--- config.mk ---
export PLATFORM = sky130hd
export DESIGN_NAME = irq_next_id
export DESIGN_NICKNAME = d
export VERILOG_FILES = /design/src/rtl/irq_next_id_pkg.sv /design/src/rtl/irq_low_bit.sv /design/src/rtl/irq_pick.sv /design/src/rtl/irq_next_id.sv
export SDC_FILE = /design/constraint.sdc
export NUM_CORES = 1
export LEC_CHECK = 0
export CORE_MARGIN = 2
export CORE_UTILIZATION = 32
export CTS_BUF_LIST = sky130_fd_sc_hd__clkbuf_8
export CTS_CLUSTER_DIAMETER = 30
export CTS_CLUSTER_SIZE = 12
export DETAILED_ROUTE_END_ITERATION = 12
export GPL_ROUTABILITY_DRIVEN = 0
export HOLD_SLACK_MARGIN = 0.08
export PLACE_DENSITY = 0.8
export SLEW_MARGIN = 20
export SYNTH_ARGS = -nofsm -noshare
export SYNTH_HDL_FRONTEND = slang
export SYNTH_SLANG_ARGS = --single-unit
--- constraint.sdc ---
create_clock -name clk_i -period 2.08 [get_ports clk_i]
set_input_delay 0.416 -clock clk_i [delete_from_list [all_inputs] [get_ports clk_i]]
set_output_delay 0.416 -clock clk_i [all_outputs]
set_load 0.05 [all_outputs]
--- src/rtl/irq_next_id_pkg.sv ---
package irq_next_id_pkg;

    localparam int WORD_W    = 32;
    localparam int BIT_W     = $clog2(WORD_W);
    localparam int BANK_W    = 2;
    localparam int ID_W      = BANK_W + BIT_W;
    localparam int BASIC_N   = 8;
    localparam int SUM1_POS  = 8;
    localparam int SUM2_POS  = 9;
    localparam int SC1_LO    = 10;
    localparam int SC1_N     = 5;
    localparam int SC2_LO    = SC1_LO + SC1_N;
    localparam int SC2_N     = 6;
    localparam int VALID_TOP = SC2_LO + SC2_N;
    localparam logic [WORD_W-1:0] BASIC_KEEP = WORD_W'((64'd1 << VALID_TOP) - 64'd1);
    localparam logic [ID_W-1:0]   NONE_ID    = '1;

    typedef enum logic [1:0] {
        S_EMPTY  = 2'd0,
        S_ANSWER = 2'd1,
        S_HOLD   = 2'd2
    } ans_state_e;

    typedef struct packed {
        logic              hit;
        logic [BANK_W-1:0] bank;
        logic [BIT_W-1:0]  bitn;
    } pick_t;

    // Map a shortcut index within its group back to the true source bit.
    function automatic logic [BIT_W-1:0] shortcut_src(input logic second, input logic [2:0] k);
        logic [BIT_W-1:0] r;
        r = '0;
        if (!second) begin
            unique case (k)
                3'd0:    r = BIT_W'(7);
                3'd1:    r = BIT_W'(9);
                3'd2:    r = BIT_W'(10);
                3'd3:    r = BIT_W'(18);
                default: r = BIT_W'(19);
            endcase
        end else begin
            unique case (k)
                3'd0:    r = BIT_W'(21);
                3'd1:    r = BIT_W'(22);
                3'd2:    r = BIT_W'(23);
                3'd3:    r = BIT_W'(24);
                3'd4:    r = BIT_W'(25);
                default: r = BIT_W'(30);
            endcase
        end
        return r;
    endfunction

endpackage

--- src/rtl/irq_low_bit.sv ---
module irq_low_bit #(
    parameter int W  = 8,
    localparam int IW = (W > 1) ? $clog2(W) : 1
) (
    input  logic [W-1:0]  vec_i,
    output logic          hit_o,
    output logic [IW-1:0] idx_o
);
    always_comb begin
        idx_o = '0;
        hit_o = 1'b0;
        // scan downwards so the lowest set index is the last one written
        for (int i = W - 1; i >= 0; i--) begin
            if (vec_i[i]) begin
                idx_o = IW'(i);
                hit_o = 1'b1;
            end
        end
    end
endmodule

--- src/rtl/irq_pick.sv ---
module irq_pick
    import irq_next_id_pkg::*;
(
    input  logic [WORD_W-1:0] basic_i,
    input  logic [WORD_W-1:0] bank1_i,
    input  logic [WORD_W-1:0] bank2_i,
    output pick_t             pick_o
);
    logic [WORD_W-1:0] basic_m;
    assign basic_m = basic_i & BASIC_KEEP;

    localparam int BI_W  = $clog2(BASIC_N);
    localparam int S1I_W = $clog2(SC1_N);
    localparam int S2I_W = $clog2(SC2_N);

    logic             b_hit, s1_hit, s2_hit;
    logic [BI_W-1:0]  b_idx;
    logic [S1I_W-1:0] s1_idx;
    logic [S2I_W-1:0] s2_idx;

    irq_low_bit #(.W(BASIC_N)) u_basic (
        .vec_i(basic_m[BASIC_N-1:0]), .hit_o(b_hit), .idx_o(b_idx));
    irq_low_bit #(.W(SC1_N)) u_sc1 (
        .vec_i(basic_m[SC1_LO +: SC1_N]), .hit_o(s1_hit), .idx_o(s1_idx));
    irq_low_bit #(.W(SC2_N)) u_sc2 (
        .vec_i(basic_m[SC2_LO +: SC2_N]), .hit_o(s2_hit), .idx_o(s2_idx));

    // one full-word search per peripheral bank
    logic [1:0]             w_hit;
    logic [1:0][BIT_W-1:0]  w_idx;
    logic [1:0][WORD_W-1:0] w_vec;
    assign w_vec[0] = bank1_i;
    assign w_vec[1] = bank2_i;

    for (genvar g = 0; g < 2; g++) begin : g_bank
        irq_low_bit #(.W(WORD_W)) u_word (
            .vec_i(w_vec[g]), .hit_o(w_hit[g]), .idx_o(w_idx[g]));
    end

    logic sum1, sum2;
    assign sum1 = basic_m[SUM1_POS] && w_hit[0];   // empty bank word ignored
    assign sum2 = basic_m[SUM2_POS] && w_hit[1];

    always_comb begin
        pick_o = '{hit: 1'b0, bank: '1, bitn: '1};
        if (b_hit) begin
            pick_o = '{hit: 1'b1, bank: 2'd0, bitn: BIT_W'(b_idx)};
        end else if (s1_hit) begin
            pick_o = '{hit: 1'b1, bank: 2'd1, bitn: shortcut_src(1'b0, 3'(s1_idx))};
        end else if (s2_hit) begin
            pick_o = '{hit: 1'b1, bank: 2'd2, bitn: shortcut_src(1'b1, 3'(s2_idx))};
        end else if (sum1) begin
            pick_o = '{hit: 1'b1, bank: 2'd1, bitn: w_idx[0]};
        end else if (sum2) begin
            pick_o = '{hit: 1'b1, bank: 2'd2, bitn: w_idx[1]};
        end
    end
endmodule

--- src/rtl/irq_next_id.sv ---
module irq_next_id
    import irq_next_id_pkg::*;
(
    input  logic              clk_i,
    input  logic              rst_ni,
    input  logic              req_i,
    input  logic [WORD_W-1:0] basic_pend_i,
    input  logic [WORD_W-1:0] bank1_pend_i,
    input  logic [WORD_W-1:0] bank2_pend_i,
    output logic              ack_o,
    output logic              valid_o,
    output logic [ID_W-1:0]   id_o
);
    pick_t pick;

    irq_pick u_pick (
        .basic_i(basic_pend_i),
        .bank1_i(bank1_pend_i),
        .bank2_i(bank2_pend_i),
        .pick_o (pick)
    );

    ans_state_e state_q, state_d;

    always_comb begin
        state_d = state_q;
        unique case (state_q)
            S_EMPTY:  state_d = req_i ? S_ANSWER : S_EMPTY;
            S_ANSWER: state_d = req_i ? S_ANSWER : S_HOLD;
            S_HOLD:   state_d = req_i ? S_ANSWER : S_HOLD;
            default:  state_d = S_EMPTY;
        endcase
    end

    always_ff @(posedge clk_i) begin
        if (!rst_ni) state_q <= S_EMPTY;
        else         state_q <= state_d;
    end

    // answer registers: loaded only on a request
    always_ff @(posedge clk_i) begin
        if (!rst_ni) begin
            valid_o <= 1'b0;
            id_o    <= NONE_ID;
        end else if (req_i) begin
            valid_o <= pick.hit;
            id_o    <= pick.hit ? {pick.bank, pick.bitn} : NONE_ID;
        end
    end

    assign ack_o = (state_q == S_ANSWER);

    // every request is answered in the next cycle
    a_r2_ack_follows_req: assert property (@(posedge clk_i) disable iff (!rst_ni)
        req_i |=> ack_o);
    // no answer strobe without a request
    a_r2_no_spurious_ack: assert property (@(posedge clk_i) disable iff (!rst_ni)
        !req_i |=> !ack_o);
    // answer held between requests
    a_r3_hold_answer: assert property (@(posedge clk_i) disable iff (!rst_ni)
        !req_i |=> ($stable(id_o) && $stable(valid_o)));
    // the none code and the valid flag agree
    a_r4_none_code: assert property (@(posedge clk_i) disable iff (!rst_ni)
        (valid_o == (id_o != NONE_ID)));
    // a basic source wins whenever one is set
    a_r5_basic_first: assert property (@(posedge clk_i) disable iff (!rst_ni)
        (req_i && (|basic_pend_i[BASIC_N-1:0])) |=> (valid_o && id_o[ID_W-1 -: BANK_W] == 2'd0));
    // a valid answer never names a nonexistent bank
    a_r11_bank_legal: assert property (@(posedge clk_i) disable iff (!rst_ni)
        valid_o |-> (id_o[ID_W-1 -: BANK_W] != 2'd3));
endmodule

==> results of run 1 <==
==> worst max-delay path, cell delays in order <==
cell and delay (ns):
dlygate4sd2_1 0.29, nor4_4 0.34, nand4_1 0.29, o41ai_4 0.45, nor3b_2 0.13, nor2_2 0.21
o21ai_1 0.11, a31oi_1 0.21
==> placed cells by master, fill, tap and decap left out, drive strengths merged, types with 2 or more instances in the layout <==
| master | n |
|---|---|
| a2111oi | 5 |
| a211oi | 2 |
| a21oi | 18 |
| a31o | 2 |
| a31oi | 4 |
| buf | 129 |
| clkbuf | 10 |
| clkdlybuf4s15 | 8 |
| clkdlybuf4s50 | 30 |
| dfxtp | 10 |
| dlygate4sd2 | 28 |
| dlymetal6s2s | 14 |
| ha | 3 |
| inv | 18 |
| nand2 | 13 |
| nand2b | 3 |
| nand3 | 2 |
| nand4 | 3 |
| nor2 | 42 |
| nor2b | 3 |
| nor3 | 13 |
| nor3b | 2 |
| nor4 | 19 |
| o2111ai | 2 |
| o21a | 3 |
| o21ai | 14 |
| o311ai | 2 |
| o31a | 2 |
| o31ai | 8 |
| o41ai | 2 |
| or4 | 6 |
==> layer usage <==
layer | track usage | vias to the layer above
met5 | 0 | -
met4 | 0.1069 | 0
met3 | 0.04986 | 55
met2 | 0.5431 | 192
met1 | 0.3106 | 1320
li1 | - | 1297
==> path summary, 6_finish.rpt <==
check	startpoint	endpoint	slack (ns)	cells past startpoint
hold / removal	valid_o$_SDFFE_PN0P_	valid_o$_SDFFE_PN0P_	0.47	1
setup / recovery	bank2_pend_i[0]	id_o[5]$_SDFFE_PN1P_	-0.21	8
hold reg to reg	valid_o$_SDFFE_PN0P_	valid_o$_SDFFE_PN0P_	0.47	1
setup reg to reg	state_q[0]$_SDFF_PN0_	state_q[0]$_SDFF_PN0_	1.10	4
==> per-stage QoR <==
step                instances  power, mW  setup WS, ns
global route              490      1.096       -0.2274
detailed placement        465     0.7478       -0.6472
finish                    490      1.043       -0.2124
CTS                       482      1.001      -0.06750
floorplan                 220     0.3661      -0.03865
global placement          465     0.7360       -0.6016
==> kinds of logic (layout without fill, tap and decap cells) <==
family,count (synthesis),after routing,synth area share
buffers and inverters,19,237,0.05047
AO/OA/AOI/OAI,78,78,0.4004
AND/OR/NAND/NOR,110,110,0.3838
flip-flops,10,10,0.1393
adder cells (fa/ha/maj),3,3,0.02611
==> what timing repair did <==
action	CTS	global route
pin swaps	41	29
gates cloned	0	0
endpoints found under the setup margin	8	8
resized for setup	125	44
setup buffers	13	8
==> power by group through the flow <==
stage	clock network, mW	logic (mW)	registers, mW
after floorplan	0	0.107	0.259
after global placement	0	0.517	0.219
after detailed placement	0	0.529	0.219
after CTS	0.242	0.542	0.216
after global routing	0.258	0.621	0.217
final	0.240	0.587	0.216
==> final cells by class <==
| type | count | area, um2 |
|---|---|---|
| repair buffers | 215 | 1813 |
| multi-input cells | 191 | 1433 |
| fillers | 265 | 720.7 |
| flip-flops and latches | 10 | 200.2 |
| inverters | 18 | 67.56 |
| well taps | 52 | 65.06 |
| clock buffers | 4 | 55.05 |
==> registers in the layout, summed over array words and instances, names as in the netlist <==
name / flops
id_o: 7
valid_o: 1
state_q: 2
==> flow_summary.rst, run 1 <==
.. list-table::
   :header-rows: 1

   * - Metric
     - Value
   * - Status
     - finished, violations left
   * - Violations in the final reports
     - setup timing
   * - DR pass1 iterations
     - 5
   * - Clock tree from TritonCTS
     - built
   * - Type of the tightest min-delay check
     - flip-flop to flip-flop
   * - Number of buffers added to fix hold violations after cts
     - 0
   * - Static leakage
     - 1.749 nW
   * - Syn Std Cell Area
     - 1438 um2
   * - Area grow syn2layout
     - 152.7%
   * - Final net count
     - 541
   * - Floorplan die width
     - 71.03 um
   * - Portion of the post-synthesis area used by sequential elements
     - 0.1393
   * - Critical path fanouts, max
     - 3
   * - Insertion delay of the later-clocked pin in the worst-skew pair
     - 0.23 ns
   * - Antenna Nets Post-Route
     - 0
   * - CORE AREA
     - 4354 um2
   * - Endpoint kind of the worst setup timing path
     - flip-flop
   * - Iteration-0 DRC count of the detailed router
     - 220
   * - Clock edge transition at the registers on the reported setup and hold paths
     - 0.05 ns
   * - Relative contribution of sequential cells to total power
     - 0.207
   * - WS Path Type
     - input port to flip-flop
   * - Number of remaining DRC errors
     - 0
   * - Commonest cells in the netlist
     - nor2_1 (42), inv_1 (18), nor4_1 (18)
   * - Ratio of final minimum period to clock period
     - 1.102
   * - Clock buffer count from CTS
     - 3
   * - Number of buffers on the longest clock path
     - 2
   * - Count of pins on the block boundary
     - 108
   * - Maximum clock frequency
     - 0.4362 GHz
   * - Most frequent cell after synthesis
     - nor2_1
   * - H-tree levels
     - 1
   * - Via count normalized by instance count
     - 5.845
   * - Worst rel slew slack
     - 0.6573
   * - Post-synth net total
     - 322
   * - Net Sw Frac
     - 0.3449
   * - Warning count from the yosys run
     - 0
   * - Yosys reg bits
     - 10
   * - Worst-Margin Slew
     - 0.5125 ns
   * - Count of cell types in the netlist
     - 50
   * - Syn Inst Count
     - 220
   * - Total grt overflow
     - 0
   * - Proportion of register bits with asynchronous set or reset after synthesis
     - 0
   * - Total placed instance area
     - 3209 um2
   * - Post-route cell area
     - 3633 um2
   * - Worst hold slack across all endpoints
     - 0.4663 ns
   * - Endpoints failing hold
     - 0
   * - Placement row count
     - 24
   * - Least setup slack across all paths after layout
     - -0.2124 ns
   * - Synth Area per Inst
     - 6.535 um2
   * - Clock Root Buffer
     - clkbuf_8
   * - Layout cell share with drive strength beyond 1
     - 0.4155
   * - Global router's overall resource usage
     - 0.2850
   * - Clock share of power
     - 0.230
   * - Total vias in the final route
     - 2864
   * - Clock sink total
     - 10
   * - Core utilization of the finished layout
     - 0.8345
   * - DR WL met3
     - 727 um
   * - Wire length of the first global-routing pass
     - 11870 um
   * - Number of flops mapped to enable cells by yosys
     - 0
   * - Placed wire-length estimate after detailed placement
     - 5335 um
   * - Setup-violating endpoint count in the final report
     - 7
   * - Number of max-cap violations
     - 0
   * - Vias in the first global route
     - 2711
   * - Internal power
     - 0.6834 mW
   * - Top cells by area in the synthesized netlist
     - dfxtp_1 (14%), nor2_1 (11%), nor4_1 (7.8%), a21oi_1 (5.9%), inv_1 (4.7%)
   * - Switching power of the nets
     - 0.3598 mW
   * - Synth top area share
     - 0.1393
   * - Post-DR wirelength/cell
     - 17.61 um
   * - Number of antenna violations at the first check in global routing
     - 0
   * - Drt total wl
     - 8629 um
   * - Die ar.
     - 5045 um2
   * - Largest area contributor in the synthesized netlist
     - dfxtp_1
   * - Minimum period implied by the final worst setup slack
     - 2.292 ns
   * - Port-buffer cells
     - 96
   * - Startpoint class of the critical path
     - input port
   * - Power density normalized to cell area
     - 287.1 nW/um2
   * - Maximum number of pins on one net before global-route repair
     - 8
   * - Setup_tns
     - -0.9354 ns
   * - Die extent in y
     - 71.03 um
   * - Uppermost layer routed
     - met4
   * - Arrival @ worst endpoint
     - 2.45 ns
   * - Inserted Diodes
     - 0
   * - Fin Clk Skew
     - 0.00001198 ns
   * - Fraction of power consumed by combinational cells
     - 0.563
   * - RSZ-0062 raised after global routing
     - yes
   * - Required time at the worst-slack endpoint
     - 2.23 ns
   * - Met2 routed WL
     - 4313 um
   * - Worst vdd rail ir drop
     - 0.0006496 V
   * - Met1 layer wirelength in the final routing
     - 3075 um
   * - Starting density of the core
     - 0.3302
   * - Main flop type after synthesis
     - dfxtp_1
   * - Pins Over Slew Limit
     - 0
Note: power is estimated with default switching activity, not from simulation.
==> inputs of run 2 (changes only) <==
--- a/config.mk
+++ b/config.mk
@@ -5,7 +5,7 @@
 export SDC_FILE = /design/constraint.sdc
 export NUM_CORES = 1
 export LEC_CHECK = 0
-export CORE_MARGIN = 2
+export CORE_MARGIN = 5
 export CORE_UTILIZATION = 32
 export CTS_BUF_LIST = sky130_fd_sc_hd__clkbuf_8
 export CTS_CLUSTER_DIAMETER = 30
==> flow_summary.rst, run 2 (synthesis gave the netlist of run 1 again) <==
.. list-table::
   :header-rows: 1

   * - Metric
     - Value
   * - Type of the tightest min-delay check
     - flip-flop to flip-flop
   * - Drt total wl
     - 10310 um (+20%)
   * - Antenna Nets Post-Route
     - 0 (unchanged)
   * - Number of buffers on the longest clock path
     - 2 (unchanged)
   * - Maximum clock frequency
     - 0.4385 GHz (+0.52%)
   * - Most common cell after layout, fill and taps aside
     - buf_4
   * - Wire length of the first global-routing pass
     - 12920 um (+8.8%)
   * - RSZ-0062 raised after global routing
     - yes
   * - Slowest cell delay on critical path
     - 0.32 ns (-0.13 ns)
   * - H-tree levels
     - 1 (unchanged)
   * - Clock buffer count from CTS
     - 3 (unchanged)
   * - Setup-violating endpoint count in the final report
     - 6 (-1)
   * - Minimum setup slack among reg-to-reg paths
     - 1.10 ns (about the same)
   * - Number of buffers added to fix hold violations after cts
     - 0 (unchanged)
   * - Worst path top cell family by delay
     - compound AO/OA/AOI/OAI gates
   * - Maximum number of pins on one net before global-route repair
     - 8 (unchanged)
   * - Worst hold slack across all endpoints
     - 0.4618 ns (-0.004592 ns)
   * - Critical path fanouts, max
     - 3 (unchanged)
   * - Power density normalized to cell area
     - 293.7 nW/um2 (+2.3%)
   * - Number of remaining DRC errors
     - 0 (unchanged)
   * - Arrival @ worst endpoint
     - 2.42 ns (-0.03 ns)
   * - Insertion delay of the later-clocked pin in the worst-skew pair
     - 0.24 ns (about the same)
   * - Fin Clk Skew
     - 0.0001200 ns (+0.0001081 ns)
   * - Port-buffer cells
     - 96 (unchanged)
   * - Beginning of the worst hold path
     - valid_o$_SDFFE_PN0P_
   * - Most used cells in the layout excluding fill and tap cells
     - buf_4 (114), nor2_1 (39), clkdlybuf4s50_1 (29)
   * - Register containing the most flip-flops in the final layout
     - id_o
   * - Placement row count
     - 24 (unchanged)
   * - Post-DR wirelength/cell
     - 21.22 um (+21%)
   * - Endpoints failing hold
     - 0 (unchanged)
   * - Depth of the most critical reg-to-reg path
     - 4 (unchanged)
   * - Die extent in y
     - 77.03 um (+8.4%)
   * - Crit path capture
     - id_o[1]$_SDFFE_PN1P_
   * - Static leakage
     - 1.762 nW (+0.78%)
   * - Critical path launch point
     - bank2_pend_i[9]
   * - Ratio of final minimum period to clock period
     - 1.096 (-0.005752)
   * - R2r endpoint
     - state_q[0]$_SDFF_PN0_
   * - Core utilization of the finished layout
     - 0.8509 (+0.01638)
   * - Vias in the first global route
     - 2815 (+3.8%)
   * - Minimum period implied by the final worst setup slack
     - 2.280 ns (-0.01196 ns)
   * - Layout cell share with drive strength beyond 1
     - 0.4240 (+0.008438)
   * - Standard cell with the maximum stage delay on the critical path
     - o41ai_2
   * - Max reg flops
     - 7 (unchanged)
   * - Iteration-0 DRC count of the detailed router
     - 352 (+60%)
   * - Regs by FF count
     - id_o (7), state_q (2), valid_o (1)
   * - Sum of internal, switching and leakage power
     - 1.088 mW (+4.3%)
   * - Violations in the final reports
     - setup timing
   * - Placed instance count
     - 466 (+0.22%)
   * - Total of fill cells in the finished design
     - 224 (-15%)
   * - Critical path's most frequent cell
     - buf_4
   * - Floorplan die width
     - 77.03 um (+8.4%)
   * - Die ar.
     - 5933 um2 (+18%)
   * - WS Path Type
     - input port to flip-flop
   * - Global router's overall resource usage
     - 0.2585 (-0.02648)
   * - Clock Root Buffer
     - clkbuf_8
   * - Total grt overflow
     - 0 (unchanged)
   * - Via count normalized by instance count
     - 6.364 (+8.9%)
   * - Inserted Diodes
     - 0 (unchanged)
   * - Post-route non-filler standard cell count
     - 486 (-0.82%)
   * - Pins Over Slew Limit
     - 0 (unchanged)
   * - Total vias in the final route
     - 3093 (+8.0%)
   * - Placed wire-length estimate after detailed placement
     - 5741 um (+7.6%)
   * - Setup_tns
     - -0.5266 ns (+0.4089 ns)
   * - Starting density of the core
     - 0.3302 (unchanged)
   * - Number of max-cap violations
     - 0 (unchanged)
   * - Clock edge transition at the registers on the reported setup and hold paths
     - 0.06 ns (about the same)
   * - CORE AREA
     - 4354 um2 (unchanged)
   * - Buf+Inv Stages, Crit Path
     - 3 (+2)
   * - Worst vdd rail ir drop
     - 0.0004123 V (-37%)
   * - Startpoint class of the critical path
     - input port
   * - Worst rel slew slack
     - 0.6389 (-0.01833)
   * - Endpoint kind of the worst setup timing path
     - flip-flop
   * - Least setup slack across all paths after layout
     - -0.2005 ns (+0.01196 ns)
   * - Count of pins on the block boundary
     - 108 (unchanged)
   * - Clock sink total
     - 10 (unchanged)
   * - Crit-path cells
     - dlygate4sd2_1 > nor4_2 > buf_4 > nand4_1 > o41ai_2 > buf_4 > nor3b_4 > o21ai_2 > o311ai_2 > a41oi_1
   * - Number of antenna violations at the first check in global routing
     - 0 (unchanged)
   * - DR pass1 iterations
     - 5 (unchanged)
   * - Area grow syn2layout
     - 157.7%
   * - Required time at the worst-slack endpoint
     - 2.22 ns (about the same)
   * - Final net count
     - 537 (-0.74%)
   * - Status
     - finished, violations left
   * - Cell count along the critical path
     - 10 (+2)
   * - Critical R2R Launch
     - state_q[0]$_SDFF_PN0_
   * - Worst-Margin Slew
     - 0.5399 ns (+0.02742 ns)
   * - Clock tree from TritonCTS
     - built
[run 2: worst reg2reg max path: cells and delay by family (launching register included)]
kind	cells	cell delay, ns
adder cells (fa/ha/maj)	1	0.30
buffers and inverters	1	0.06
flip-flops	1	0.36
AND/OR/NAND/NOR	2	0.16
[run 2: timing repair]
item | in CTS | in global routing
gates resized for setup | 107 | 69
setup buffers | 9 | 7
setup endpoints to repair | 8 | 8
pin swaps | 43 | 40
gates cloned | 0 | 0
[run 2: metrics by stage]
stage / area [um2] / worst slack (ns)
3_3_place_gp: 3217 / -0.5258
4_1_cts: 3417 / -0.07603
5_1_grt: 3705 / -0.1713
3_5_place_dp: 3217 / -0.5872
6_report: 3705 / -0.2005
2_1_floorplan: 1455 / -0.03865
[run 2: worst min path at each step]
stage / slack, ns / cells past startpoint / end
after floorplan: 0.49 / 1 / id_o[6]$_SDFFE_PN1P_
after global placement: 0.45 / 1 / valid_o$_SDFFE_PN0P_
after detailed placement: 0.44 / 1 / valid_o$_SDFFE_PN0P_
after CTS: 0.46 / 1 / valid_o$_SDFFE_PN0P_
after global routing: 0.50 / 1 / valid_o$_SDFFE_PN0P_
final: 0.46 / 1 / valid_o$_SDFFE_PN0P_
[run 2: layout make-up]
type	instances	area [um2]	share of cell area
Timing Repair Buffer	211	1800	0.4860
Multi-Input combinational cell	191	1516	0.4093
Tap cell	52	65.06	0.01756
Clock buffer	4	55.05	0.01486
Sequential cell	10	200.2	0.05404
Inverter	18	67.56	0.01824
[run 2: where the power goes]
part           switching, mW  internal [mW]  total, mW
Sequential            0.0113          0.206      0.218
Clock                 0.0891          0.167      0.256
Combinational          0.304          0.311      0.614
Total                  0.404          0.684       1.09
[run 2: metal layers]
| layer | part of all wire | global-route usage |
|---|---|---|
| met3 | 0.11 | 0.04450 |
| met2 | 0.49 | 0.4941 |
| met5 | 0 | 0 |
| met4 | 0.055 | 0.1048 |
| met1 | 0.34 | 0.2749 |
==> inputs of run 3 (changes only) <==
--- a/config.mk
+++ b/config.mk
@@ -6,15 +6,16 @@
 export NUM_CORES = 1
 export LEC_CHECK = 0
 export CORE_MARGIN = 5
-export CORE_UTILIZATION = 32
+export CORE_UTILIZATION = 34
 export CTS_BUF_LIST = sky130_fd_sc_hd__clkbuf_8
 export CTS_CLUSTER_DIAMETER = 30
 export CTS_CLUSTER_SIZE = 12
 export DETAILED_ROUTE_END_ITERATION = 12
 export GPL_ROUTABILITY_DRIVEN = 0
 export HOLD_SLACK_MARGIN = 0.08
-export PLACE_DENSITY = 0.8
+export PLACE_DENSITY = 0.79
 export SLEW_MARGIN = 20
 export SYNTH_ARGS = -nofsm -noshare
 export SYNTH_HDL_FRONTEND = slang
+export SYNTH_HIERARCHICAL = 1
 export SYNTH_SLANG_ARGS = --single-unit
==> flow_summary.rst, run 3 <==
.. list-table::
   :header-rows: 1

   * - Metric
     - Value
   * - Number of flops mapped to enable cells by yosys
     - 0 (unchanged)
   * - Clock tree from TritonCTS
     - built
   * - Depth of the most critical reg-to-reg path
     - 4 (unchanged)
   * - Internal power
     - 0.6986 mW (+2.1%)
   * - Cell count along the critical path
     - 13 (+3)
   * - Maximum clock frequency
     - 0.4141 GHz (-5.6%)
   * - Count of pins on the block boundary
     - 108 (unchanged)
   * - R2r endpoint
     - state_q[0]$_SDFF_PN0_
   * - Clock edge transition at the registers on the reported setup and hold paths
     - 0.05 ns (about the same)
   * - WS Path Type
     - input port to flip-flop
   * - Iteration-0 DRC count of the detailed router
     - 176 (-50%)
   * - Antenna Nets Post-Route
     - 0 (unchanged)
   * - Pins Over Slew Limit
     - 0 (unchanged)
   * - Post-DR wirelength/cell
     - 19.26 um (-9.2%)
   * - Syn Inst Count
     - 254 (+15%)
   * - Status
     - finished, violations left
   * - Violations in the final reports
     - setup timing
   * - Critical path launch point
     - bank1_pend_i[24]
   * - Wire length of the first global-routing pass
     - 13050 um (+1.1%)
   * - Worst path top cell family by delay
     - simple AND/OR/NAND/NOR gates
   * - Clock sink total
     - 10 (unchanged)
   * - Inserted Diodes
     - 0 (unchanged)
   * - Setup-violating endpoint count in the final report
     - 8 (+2)
   * - Type of the tightest min-delay check
     - flip-flop to flip-flop
   * - Buf+Inv Stages, Crit Path
     - 3 (unchanged)
   * - Placement row count
     - 25 (+4.2%)
   * - Least setup slack across all paths after layout
     - -0.3348 ns (-0.1343 ns)
   * - Placed instance count
     - 500 (+7.3%)
   * - Switching power of the nets
     - 0.4133 mW (+2.3%)
   * - Starting density of the core
     - 0.3526 (+0.02246)
   * - Critical R2R Launch
     - state_q[0]$_SDFF_PN0_
   * - Port-buffer cells
     - 96 (unchanged)
   * - Placed wire-length estimate after detailed placement
     - 5861 um (+2.1%)
   * - Synth Area per Inst
     - 6.601 um2 (+1.0%)
   * - Minimum setup slack among reg-to-reg paths
     - 1.07 ns (-0.03 ns)
   * - Count of cell types in the netlist
     - 48 (-4.0%)
   * - Syn Std Cell Area
     - 1677 um2 (+17%)
   * - Maximum number of pins on one net before global-route repair
     - 18 (+10)
   * - Clock share of power
     - 0.223 (-0.013)
   * - Clock Root Buffer
     - clkbuf_8
   * - Static leakage
     - 1.776 nW (+0.78%)
   * - Ratio of final minimum period to clock period
     - 1.161 (+0.06459)
   * - Total grt overflow
     - 0 (unchanged)
   * - Warning count from the yosys run
     - 6 (+6)
   * - Minimum period implied by the final worst setup slack
     - 2.415 ns (+0.1343 ns)
   * - Post-synth net total
     - 356 (+11%)
   * - Via count normalized by instance count
     - 6.002 (-5.7%)
   * - Critical path fanouts, max
     - 2 (-1)
   * - Worst vdd rail ir drop
     - 0.0002596 V (-37%)
   * - Crit-path cells
     - buf_8 > nor4_4 > buf_4 > buf_4 > a21oi_2 > o21ai_2 > a21oi_2 > nor4b_2 > nand3b_1 > o311ai_1 > a31oi_1 > and3b_2 > o21ai_1
   * - Post-Place Worst Slack
     - -0.7427 ns (-0.1556 ns)
   * - Total placed instance area
     - 3356 um2 (+4.3%)
   * - Worst-Margin Slew
     - 0.5806 ns (+0.04064 ns)
   * - Max reg flops
     - 7 (unchanged)
   * - Largest area contributor in the synthesized netlist
     - dfxtp_1
   * - RSZ-0062 raised after global routing
     - yes
   * - Area grow syn2layout
     - 143.1%
   * - Standard cell with the maximum stage delay on the critical path
     - nor4_4
   * - Beginning of the worst hold path
     - id_o[6]$_SDFFE_PN1P_
   * - Vias in the first global route
     - 3017 (+7.2%)
   * - Portion of the post-synthesis area used by sequential elements
     - 0.1194 (-0.01985)
   * - Total of fill cells in the finished design
     - 254 (+13%)
   * - Post-route non-filler standard cell count
     - 521 (+7.2%)
   * - Endpoint kind of the worst setup timing path
     - flip-flop
   * - Number of buffers on the longest clock path
     - 2 (unchanged)
   * - Fraction of power consumed by combinational cells
     - 0.586 (+0.022)
   * - Layout cell share with drive strength beyond 1
     - 0.4648 (+0.04079)
   * - Die ar.
     - 6435 um2 (+8.5%)
   * - Final net count
     - 557 (+3.7%)
   * - Net Sw Frac
     - 0.3717 (+0.0005116)
   * - Global router's overall resource usage
     - 0.2478 (-0.01067)
   * - Synth top area share
     - 0.1194 (-0.01985)
   * - Power density normalized to cell area
     - 272.9 nW/um2 (-7.1%)
   * - Relative contribution of sequential cells to total power
     - 0.191 (-0.009)
   * - Hold EP
     - id_o[6]$_SDFFE_PN1P_
   * - Number of antenna violations at the first check in global routing
     - 0 (unchanged)
   * - Required time at the worst-slack endpoint
     - 2.24 ns (+0.02 ns)
   * - Number of instances on the worst hold path
     - 2 (+1)
   * - Total vias in the final route
     - 3127 (+1.1%)
   * - CORE AREA
     - 4755 um2 (+9.2%)
   * - Clock buffer count from CTS
     - 3 (unchanged)
   * - Proportion of register bits with asynchronous set or reset after synthesis
     - 0 (unchanged)
   * - Post-route cell area
     - 4075 um2 (+10%)
   * - Arrival @ worst endpoint
     - 2.58 ns (+0.16 ns)
   * - Fin Clk Skew
     - 0.0002948 ns (+0.0001747 ns)
   * - Slowest cell delay on critical path
     - 0.39 ns (+0.07 ns)
   * - Most common cell after layout, fill and taps aside
     - buf_4
   * - H-tree levels
     - 1 (unchanged)
   * - Insertion delay of the later-clocked pin in the worst-skew pair
     - 0.24 ns (about the same)
   * - Drt total wl
     - 10040 um (-2.7%)
   * - Sum of internal, switching and leakage power
     - 1.112 mW (+2.2%)
   * - Register containing the most flip-flops in the final layout
     - id_o
   * - Top cells by area in the synthesized netlist
     - dfxtp_1 (12%), nor2_1 (10%), a21oi_1 (5.7%), inv_1 (4.7%), nor3_1 (4.5%)
   * - Startpoint class of the critical path
     - input port
   * - Yosys reg bits
     - 10 (unchanged)
   * - Most used cells in the layout excluding fill and tap cells
     - buf_4 (98), clkdlybuf4s50_1 (37), nor2_1 (34)
   * - Commonest cells in the netlist
     - nor2_1 (46), inv_1 (21), a21oi_1 (19)
   * - Number of remaining DRC errors
     - 0 (unchanged)
   * - Endpoints failing hold
     - 0 (unchanged)
   * - Die extent in y
     - 80.22 um (+4.1%)
   * - Number of max-cap violations
     - 0 (unchanged)
   * - DR pass1 iterations
     - 6 (+1)
   * - Floorplan die width
     - 80.22 um (+4.1%)
   * - Main flop type after synthesis
     - dfxtp_1
   * - Worst rel slew slack
     - 0.6117 (-0.02718)
   * - Regs by FF count
     - id_o (7), state_q (2), valid_o (1)
   * - Most frequent cell after synthesis
     - nor2_1
run 3: how the worst max path moves through the flow:
stage / endpoint
finish: id_o[2]$_SDFFE_PN1P_
global route: id_o[2]$_SDFFE_PN1P_
CTS: id_o[3]$_SDFFE_PN1P_
detailed placement: id_o[3]$_SDFFE_PN1P_
global placement: id_o[3]$_SDFFE_PN1P_
floorplan: id_o[3]$_SDFFE_PN1P_
run 3: worst min-delay path, stage by stage (launching register included):
cell	delay, ns
dfxtp_1	0.30
nor2_1	0.08
o21ai_1	0.06
run 3: routing by layer:
layer	track usage	up-vias	wire length [um]
li1	-	1378	-
met1	0.2421	1443	3440
met2	0.4909	227	5153
met3	0.04036	79	658
met4	0.1250	0	784
met5	0	-	0
run 3: cells by family after synthesis:
kind of cell / synth area share
multiplexers: 0.01194
AO/OA/AOI/OAI: 0.3127
AND/OR/NAND/NOR: 0.4634
adder cells (fa/ha/maj): 0.02239
XOR/XNOR: 0.005225
buffers and inverters: 0.06493
flip-flops: 0.1194
run 3: layout make-up:
type                            instances  area (um2)  share of cell area
Multi-Input combinational cell        219        1903              0.4670
Timing Repair Buffer                  200        1754              0.4305
Sequential cell                        10       200.2             0.04912
Tap cell                               67       83.83             0.02057
Inverter                               21       78.83             0.01934
Clock buffer                            4       55.05             0.01351
run 3: repair_timing:
item,CTS,global route
cloned,0,0
pin swaps,48,38
setup buffers,15,4
setup endpoints to repair,8,8
hold buffers,0,0
gates resized for setup,140,79
run 3: stage by stage:
step | setup TNS, ns | hold slack, ns | util
after global placement | -5.131 | 0.4863 | 0.7058
after CTS | -1.000 | 0.4999 | 0.7892
after detailed placement | -5.422 | 0.4932 | 0.7058
final | -1.767 | 0.4959 | 0.8571
after floorplan | -1.261 | 0.5417 | -
after global routing | -2.382 | 0.5273 | 0.8571
run 3: power by group through the flow:
stage / registers [mW] / clock network (mW) / logic [mW]
finish: 0.212 / 0.248 / 0.651
global route: 0.214 / 0.257 / 0.682
CTS: 0.212 / 0.250 / 0.563
detailed placement: 0.216 / 0 / 0.537
global placement: 0.215 / 0 / 0.523
floorplan: 0.252 / 0 / 0.138
